File: config.mk
export PLATFORM = sky130hd
export DESIGN_NAME = rat_rename_map
export DESIGN_NICKNAME = d
export VERILOG_FILES = /design/src/rtl/rat_pkg.sv /design/src/rtl/rat_table.sv /design/src/rtl/rat_fwd_lookup.sv /design/src/rtl/rat_commit.sv /design/src/rtl/rat_rename_map.sv
export SDC_FILE = /design/constraint.sdc
export NUM_CORES = 2
export LEC_CHECK = 0
export BUFFER_PORTS_ARGS = -buffer_cell sky130_fd_sc_hd__buf_2
export CAP_MARGIN = 20
export CORE_MARGIN = 3
export CORE_UTILIZATION = 25
export CTS_CLUSTER_DIAMETER = 80
export DETAILED_ROUTE_END_ITERATION = 12
export MAX_ROUTING_LAYER = met4
export PLACE_DENSITY = 0.39
export SLEW_MARGIN = 25
export SYNTH_ARGS = -nofsm -noshare
export SYNTH_HDL_FRONTEND = slang
export SYNTH_SLANG_ARGS = --single-unit
File: constraint.sdc
create_clock -name clk -period 2.8 [get_ports clk]
set_input_delay 0.28 -clock clk [delete_from_list [all_inputs] [get_ports clk]]
set_output_delay 0.28 -clock clk [all_outputs]
set_load 0.005 [all_outputs]
File: src/rtl/rat_pkg.sv
package rat_pkg;

    localparam int ARCH_REGS  = 16;
    localparam int AREG_W     = $clog2(ARCH_REGS);
    localparam int PREG_COUNT = 512;
    localparam int PREG_W     = $clog2(PREG_COUNT);
    localparam int RENAME_W   = 6;

    typedef logic [AREG_W-1:0] areg_t;
    typedef logic [PREG_W-1:0] preg_t;

    // One rename slot as presented by the decode stage.
    typedef struct packed {
        logic  valid;
        areg_t src_a;
        areg_t src_b;
        logic  dst_we;
        areg_t dst;
        preg_t new_preg;
    } slot_req_t;

    // Lookup results for one slot.
    typedef struct packed {
        preg_t psrc_a;
        preg_t psrc_b;
        preg_t pold;
    } slot_res_t;

    // True when a slot really produces a new mapping for register r.
    function automatic logic slot_writes(slot_req_t s, areg_t r);
        return s.valid && s.dst_we && (s.dst == r);
    endfunction

endpackage

File: src/rtl/rat_table.sv
module rat_table
    import rat_pkg::*;
(
    input  logic  clk,
    input  logic  rst,
    input  preg_t next_map [ARCH_REGS],
    output preg_t cur_map  [ARCH_REGS]
);

    preg_t map_q [ARCH_REGS];

    always_ff @(posedge clk) begin
        if (rst) begin
            for (int r = 0; r < ARCH_REGS; r++) begin
                map_q[r] <= preg_t'(r);
            end
        end else begin
            for (int r = 0; r < ARCH_REGS; r++) begin
                map_q[r] <= next_map[r];
            end
        end
    end

    always_comb begin
        for (int r = 0; r < ARCH_REGS; r++) begin
            cur_map[r] = map_q[r];
        end
    end

endmodule

File: src/rtl/rat_fwd_lookup.sv
module rat_fwd_lookup
    import rat_pkg::*;
#(
    parameter int WIDTH = RENAME_W,
    parameter int SLOT  = 0
) (
    input  preg_t     cur_map [ARCH_REGS],
    input  slot_req_t req     [WIDTH],
    input  areg_t     query,
    output preg_t     result
);

    // Walk the older slots from oldest to youngest; the last match wins.
    always_comb begin
        result = cur_map[query];
        for (int j = 0; j < SLOT; j++) begin
            if (slot_writes(req[j], query)) begin
                result = req[j].new_preg;
            end
        end
    end

endmodule

File: src/rtl/rat_commit.sv
module rat_commit
    import rat_pkg::*;
#(
    parameter int WIDTH = RENAME_W
) (
    input  preg_t     cur_map     [ARCH_REGS],
    input  slot_req_t req         [WIDTH],
    input  logic      restore_en,
    input  preg_t     restore_img [ARCH_REGS],
    output preg_t     next_map    [ARCH_REGS]
);

    always_comb begin
        for (int r = 0; r < ARCH_REGS; r++) begin
            next_map[r] = cur_map[r];
            for (int j = 0; j < WIDTH; j++) begin
                if (slot_writes(req[j], areg_t'(r))) begin
                    next_map[r] = req[j].new_preg;
                end
            end
            if (restore_en) begin
                next_map[r] = restore_img[r];
            end
        end
    end

endmodule

File: src/rtl/rat_rename_map.sv
module rat_rename_map
    import rat_pkg::*;
#(
    parameter int WIDTH = RENAME_W
) (
    input  logic                        clk,
    input  logic                        rst,
    input  logic [WIDTH-1:0]            slot_valid,
    input  logic [WIDTH*AREG_W-1:0]     slot_src_a,
    input  logic [WIDTH*AREG_W-1:0]     slot_src_b,
    input  logic [WIDTH-1:0]            slot_dst_we,
    input  logic [WIDTH*AREG_W-1:0]     slot_dst,
    input  logic [WIDTH*PREG_W-1:0]     slot_new_preg,
    input  logic                        restore_en,
    input  logic [ARCH_REGS*PREG_W-1:0] restore_map,
    output logic [WIDTH*PREG_W-1:0]     out_psrc_a,
    output logic [WIDTH*PREG_W-1:0]     out_psrc_b,
    output logic [WIDTH*PREG_W-1:0]     out_pold
);

    slot_req_t req         [WIDTH];
    slot_res_t res         [WIDTH];
    preg_t     cur_map     [ARCH_REGS];
    preg_t     next_map    [ARCH_REGS];
    preg_t     restore_img [ARCH_REGS];

    // Unpack the flat port buses into per-slot records.
    for (genvar i = 0; i < WIDTH; i++) begin : g_unpack
        assign req[i].valid    = slot_valid[i];
        assign req[i].src_a    = slot_src_a[i*AREG_W +: AREG_W];
        assign req[i].src_b    = slot_src_b[i*AREG_W +: AREG_W];
        assign req[i].dst_we   = slot_dst_we[i];
        assign req[i].dst      = slot_dst[i*AREG_W +: AREG_W];
        assign req[i].new_preg = slot_new_preg[i*PREG_W +: PREG_W];
    end

    for (genvar r = 0; r < ARCH_REGS; r++) begin : g_restore
        assign restore_img[r] = restore_map[r*PREG_W +: PREG_W];
    end

    rat_table u_table (
        .clk      (clk),
        .rst      (rst),
        .next_map (next_map),
        .cur_map  (cur_map)
    );

    rat_commit #(.WIDTH(WIDTH)) u_commit (
        .cur_map     (cur_map),
        .req         (req),
        .restore_en  (restore_en),
        .restore_img (restore_img),
        .next_map    (next_map)
    );

    // Three forwarded lookups per slot; each sees only strictly older slots.
    for (genvar i = 0; i < WIDTH; i++) begin : g_slot
        rat_fwd_lookup #(.WIDTH(WIDTH), .SLOT(i)) u_src_a (
            .cur_map (cur_map),
            .req     (req),
            .query   (req[i].src_a),
            .result  (res[i].psrc_a)
        );
        rat_fwd_lookup #(.WIDTH(WIDTH), .SLOT(i)) u_src_b (
            .cur_map (cur_map),
            .req     (req),
            .query   (req[i].src_b),
            .result  (res[i].psrc_b)
        );
        rat_fwd_lookup #(.WIDTH(WIDTH), .SLOT(i)) u_old (
            .cur_map (cur_map),
            .req     (req),
            .query   (req[i].dst),
            .result  (res[i].pold)
        );

        assign out_psrc_a[i*PREG_W +: PREG_W] = res[i].psrc_a;
        assign out_psrc_b[i*PREG_W +: PREG_W] = res[i].psrc_b;
        assign out_pold[i*PREG_W +: PREG_W]   = res[i].pold;
    end

endmodule

# --- Word-level counts from Yosys, hierarchy flattened ---
# Memories as Yosys holds them, arrays and structs flattened.
# Index checks and enable logic that the tools add are counted.
word_totals:
  regBits: 0
  latch_bits: 0
  ram_bits: 144
  rom_bits: 0
  input_bits: 285
  output_inout_bits: 162
  wordCells: 571
  memories: 1
classes:
  n_addsub: 0
  mul: 0
  div_mod_pow: 0
  order_cmp: 18
  n_eq_ne: 135
  shift: 0
  mux: 230
  bitwise: 34
  n_reduce_logical: 153
memory_table:
  columns: ["memory", "depth", "width", "rd", "rd_ports_with_merged_regs", "write_ports", "line", "text"]
  rows:
  - ["u_table.map_q", 16, 9, 16, 0, 16, "rat_table.sv:10", "preg_t map_q [ARCH_REGS];"]
op_table:
  columns: ["operator", "count"]
  rows:
  - ["2-to-1 mux 9 bit", 209]
  - ["binary-select mux 9 bit (select 4 bit)", 18]
  - ["== test 4 bit (second input constant)", 48]
  - ["== test 4 bit", 45]
  - ["logical AND 1 bit", 147]
  - ["== test 4 x 3 -> 1 bit (second input constant)", 24]
  - ["greater-or-equal comparator 5 bit (second input constant)", 18]
  - ["NOT 4 -> 5 bit", 18]
  - ["== test 4 x 2 -> 1 bit (second input constant)", 12]
  - ["== test 4 x 1 -> 1 bit (second input constant)", 6]
  - ["zero test 4 bit", 6]
  - ["OR 1 bit", 16]
  - ["2-to-1 mux 1 bit", 3]

# --- Longest topological paths before layout ---
depth:
  ltp_word: 10
  ltp_mapped: 10
  ltp_nobuf: 6

# --- Hierarchy ---
# A second synthesis with hierarchy kept.
hier_totals:
  cells_unflattened: 4413
  area_unflattened_um2: 42463.2
modules_own_cells:
  columns: ["module", "n_inst", "cells_each", "area_per_inst_um2", "seq_area_each_um2"]
  rows:
  - ["rat_commit", 1, 1799, 11631.2, 0.0]
  - ["rat_fwd_lookup (g_slot[5].u_old ...)", 3, 166, 1746.7, 0.0]
  - ["rat_fwd_lookup (g_slot[4].u_old ...)", 3, 151, 1649.1, 0.0]
  - ["rat_fwd_lookup (g_slot[3].u_old ...)", 3, 141, 1645.3, 0.0]
  - ["rat_fwd_lookup (g_slot[2].u_old ...)", 3, 143, 1468.9, 0.0]
  - ["rat_table", 1, 304, 3915.0, 2882.8]
  - ["rat_fwd_lookup (g_slot[1].u_old ...)", 3, 91, 1296.2, 0.0]
  - ["rat_fwd_lookup (g_slot[0].u_old ...)", 3, 78, 1166.1, 0.0]

# --- Least setup slack after synthesis ---
# OpenSTA, ideal clock, no wires.
synth_path:
  path_kind: "input to output"
  from: "input slot_src_b[5]"
  to: "output out_psrc_b[10]"
  t_arrival_ns: 2.064
  path_slack_ns: 0.456
  stages: 5
  path_buffers: 2
  cell_sequence: "clkbuf_1 buf_1 mux4_2 mux4_2 mux2_2"
synth_via:
  elab_chain_len: 5
  word_cells_on_any_way: 7
  cone_classes: "1 x eq/ne; 4 x mux; 1 x bitwise; 1 x reduce/logical"
synth_lines:
  columns: ["item", "line", "text"]
  rows:
  - ["start, declared", "rat_rename_map.sv:10", "input logic [WIDTH*AREG_W-1:0] slot_src_b,"]
  - ["NOT 4 -> 5 bit (not written as such)", "rat_fwd_lookup.sv:15", "result = cur_map[query];"]
  - ["binary-select mux 9 bit (select 4 bit)", "rat_fwd_lookup.sv:15", null]
  - ["2-to-1 mux 9 bit (not written as such) (2 in a row)", "rat_fwd_lookup.sv:15", null]
  - ["2-to-1 mux 9 bit *", "rat_fwd_lookup.sv:17", "if (slot_writes(req[j], query)) begin"]
  - ["end, declared", "rat_rename_map.sv:17", "output logic [WIDTH*PREG_W-1:0] out_psrc_b,"]
# Mark *: on every way between the ends. The rest lies on a longest branch, timed or not. The select of a mux whose other input is x is not followed.

==> metrics.yaml <==
outcome: "finished, violations left"
violations: "setup timing"
power.internal_mw: 9.28
reg_top3: "u_table.map_q (144)"
clk_latency_ns: 0.51
row_count: 146
fin_crit_ns: 3.09
viasPerCell: 7.18
cts_buffer_depth: 2
min_path_type: "input port to flop"
fin_util: 0.361
worstMarginPinSlew_ns: 1.05
p_switching_mw: 9.59
cp.arrival_ns: 2.81
end_kind: "primary output"
cts_sinks: 144
crit_buf_inv: 2
synth_top_family_by_area: "multiplexers"
muxShareOfSynthArea: 0.463
yosysUniqueCellTypes: 84
ys_ff_latch: 144
port_buffers: 446
stdcell_area_um2: 57600
drc_errors: 0
path_clk_slew_ns: 0.08
switching_share: 0.508
avgSynthCellArea_um2: 9.50
final_nets: 5459
die_w_um: 408
hold_viol: 0
crit_path_frequent_cell: "mux4_2"
synthCells: 4255
syn_nets: 4540
overflow: 0
largest_reg_flops: 144
max_freq_mhz: 324
cp.required_ns: 2.52
hold_buffers: 0
area_delta_synth_final_pct: 42.6
drv_cap: 0
yosysSeqAreaShare: 0.0713
grt_pass1_vias: 49700
path_max_fanout: 10
seq_power_share: 0.147
grt_pass1_wl_um: 504000
leakagePower_nw: 21.7
io_pins: 447
die_h_um: 408
slowest_stage: "mux4_2"
grt_max_degree: 74
root_buffer: "clkbuf_16"
ant_nets: 0
vias: 53200
fin_crit_sh: 1.10
grt_use_total: 0.466
crit_family: "multiplexers"
async_reset_ff_frac: 0
final_cell_mix: "mux4_2 (763), buf_4 (746), buf_2 (417)"
cpPeakStageDelay_ns: 0.60
routedWlPerCell_um: 53.2
cp-start-kind: "flop"
final_common_cell: "mux4_2"
synth_edf_count: 0
first_pass_iters: 8
fin_hold_ws_ns: 0.0205
routed_wl_um: 394000
place_congestion: 1.08
setup_viol: 134
top_register: "u_table.map_q"
synthAdderAreaFrac: 0
dp_hpwl_um: 288000
slew_violations: 0
initialDrtViolationCount: 9120
core_um2: 159000
worst_slack_ns: -0.285
clkPwrFrac: 0.137
synth_area_um2: 40400
cts_tree: "yes"
vdd_drop_max_mv: 0.531
slew_headroom: 0.299
antenna_found_initial: 73
crit_type: "flop to primary output"
yosysWarnings: 0
initial_core_util: 0.254
post_route_cells_drive_above_1_share: 0.541
ys.flop_type: "dfxtp_1"
synth_xor_area_frac: 0.0390
htreeDepth: 4
rsz0062_at_grt: "yes"
finalClockSkew_ns: 0
synthSimpleGateAreaFrac: 0.111
placed_cell_area_um2: 52400
power_frac_comb: 0.717
power_density_nw_per_um2: 327
dieArea_um2: 167000
synth_compound_area_frac: 0.231
crit_path_cell_trace: "buf_12 > mux4_2 > mux4_2 > and3_4 > o31a_1 > buf_2"
cts_buffers: 17
## routing by layer
| layer | share of wire | vias up | wire, um | track usage |
|---|---|---|---|---|
| met1 | 0.37 | 27500 | 147000 | 0.568 |
| met5 | 0 | - | 0 | - |
| met4 | 0.087 | 0 | 34200 | 0.313 |
| met3 | 0.14 | 1245 | 53800 | 0.175 |
| met2 | 0.40 | 5052 | 159000 | 0.635 |
| li1 | - | 19400 | - | - |
## power groups by stage
stage	sequential [mW]	combinational, mW	clock (mW)
2_1_floorplan	2.51	5.33	0
3_3_place_gp	2.75	11.6	0
3_5_place_dp	2.75	11.6	0
4_1_cts	2.69	12.6	2.59
5_1_grt	2.75	13.5	2.64
6_report	2.77	13.5	2.58
## metrics by stage
step / setup slack (ns) / power (mW) / setup TNS (ns) / instances
final: -0.285 / 18.9 / -15.31 / 7406
after detailed placement: -0.591 / 14.4 / -5.89 / 7126
after global routing: -0.287 / 18.9 / -17.37 / 7375
after global placement: -0.751 / 14.4 / -10.18 / 7126
after floorplan: 0.456 / 7.85 / 0 / 4255
after CTS: -0.377 / 17.9 / -14.66 / 7289
## synthesized netlist by cell type (33+ instances only)
master    number  area share
a211oi_1      43      0.0080
a21o_1        57       0.011
a21oi_1      290       0.036
a221o_1       72       0.018
a221oi_1      36      0.0078
a22oi_1       92       0.017
a31oi_1      103       0.016
buf_1         51      0.0047
buf_2        164       0.020
buf_4         43      0.0080
clkbuf_1     422       0.039
dfxtp_1      144       0.071
inv_1         66      0.0061
mux2i_1      136       0.034
mux4_2       763        0.43
nand2_1      194       0.018
nand2b_1      33      0.0051
nand3_1       63      0.0078
nor2_1       344       0.032
nor2b_1       33      0.0051
nor3_1        83       0.010
o21ai_0      202       0.025
o221ai_1     218       0.047
xnor2_1      111       0.024
xor2_1        69       0.015
## layout make-up
| cell class | instances | area (um^2) |
|---|---|---|
| multi-input combinational | 3339 | 35500 |
| inverter | 71 | 280 |
| antenna | 73 | 183 |
| timing repair buffer | 1601 | 15300 |
| sequential | 144 | 3160 |
| tap | 2146 | 2690 |
| fill | 16200 | 102000 |
| clock inverter | 14 | 149 |
| clock buffer | 18 | 429 |
## timing repair
| action | in CTS | in global routing |
|---|---|---|
| pin swaps | 109 | 60 |
| resized for setup | 577 | 147 |
| buffers inserted | 147 | 53 |
| setup endpoints to repair | 159 | 147 |
| cloned | 5 | 3 |
## final timing paths
check | startpoint | to | slack (ns) | cells after the start
worst min-delay path | restore_map[106] | u_table.map_q[1][34] | 0.02 | 3
worst max-delay path | u_table.map_q[1][15] | out_psrc_a[51] | -0.29 | 6
worst max register to register | u_table.map_q[1][64] | u_table.map_q[1][64] | 0.91 | 5
worst min register to register | u_table.map_q[1][48] | u_table.map_q[1][48] | 0.50 | 1
## cell families (layout without fill, tap and decap cells)
kind of cell / after synthesis / after routing
flops: 144 / 144
other cells: 0 / 73
xor+xnor: 180 / 180
simple gates: 912 / 912
compound gates: 1331 / 1331
buf+inv: 772 / 1704
mux: 916 / 916
## worst min-delay path: stages
cell and delay [ns]:
buf_2 0.07, o21ai_0 0.06, nor2_1 0.09
Power figures use the tool's default switching activity.
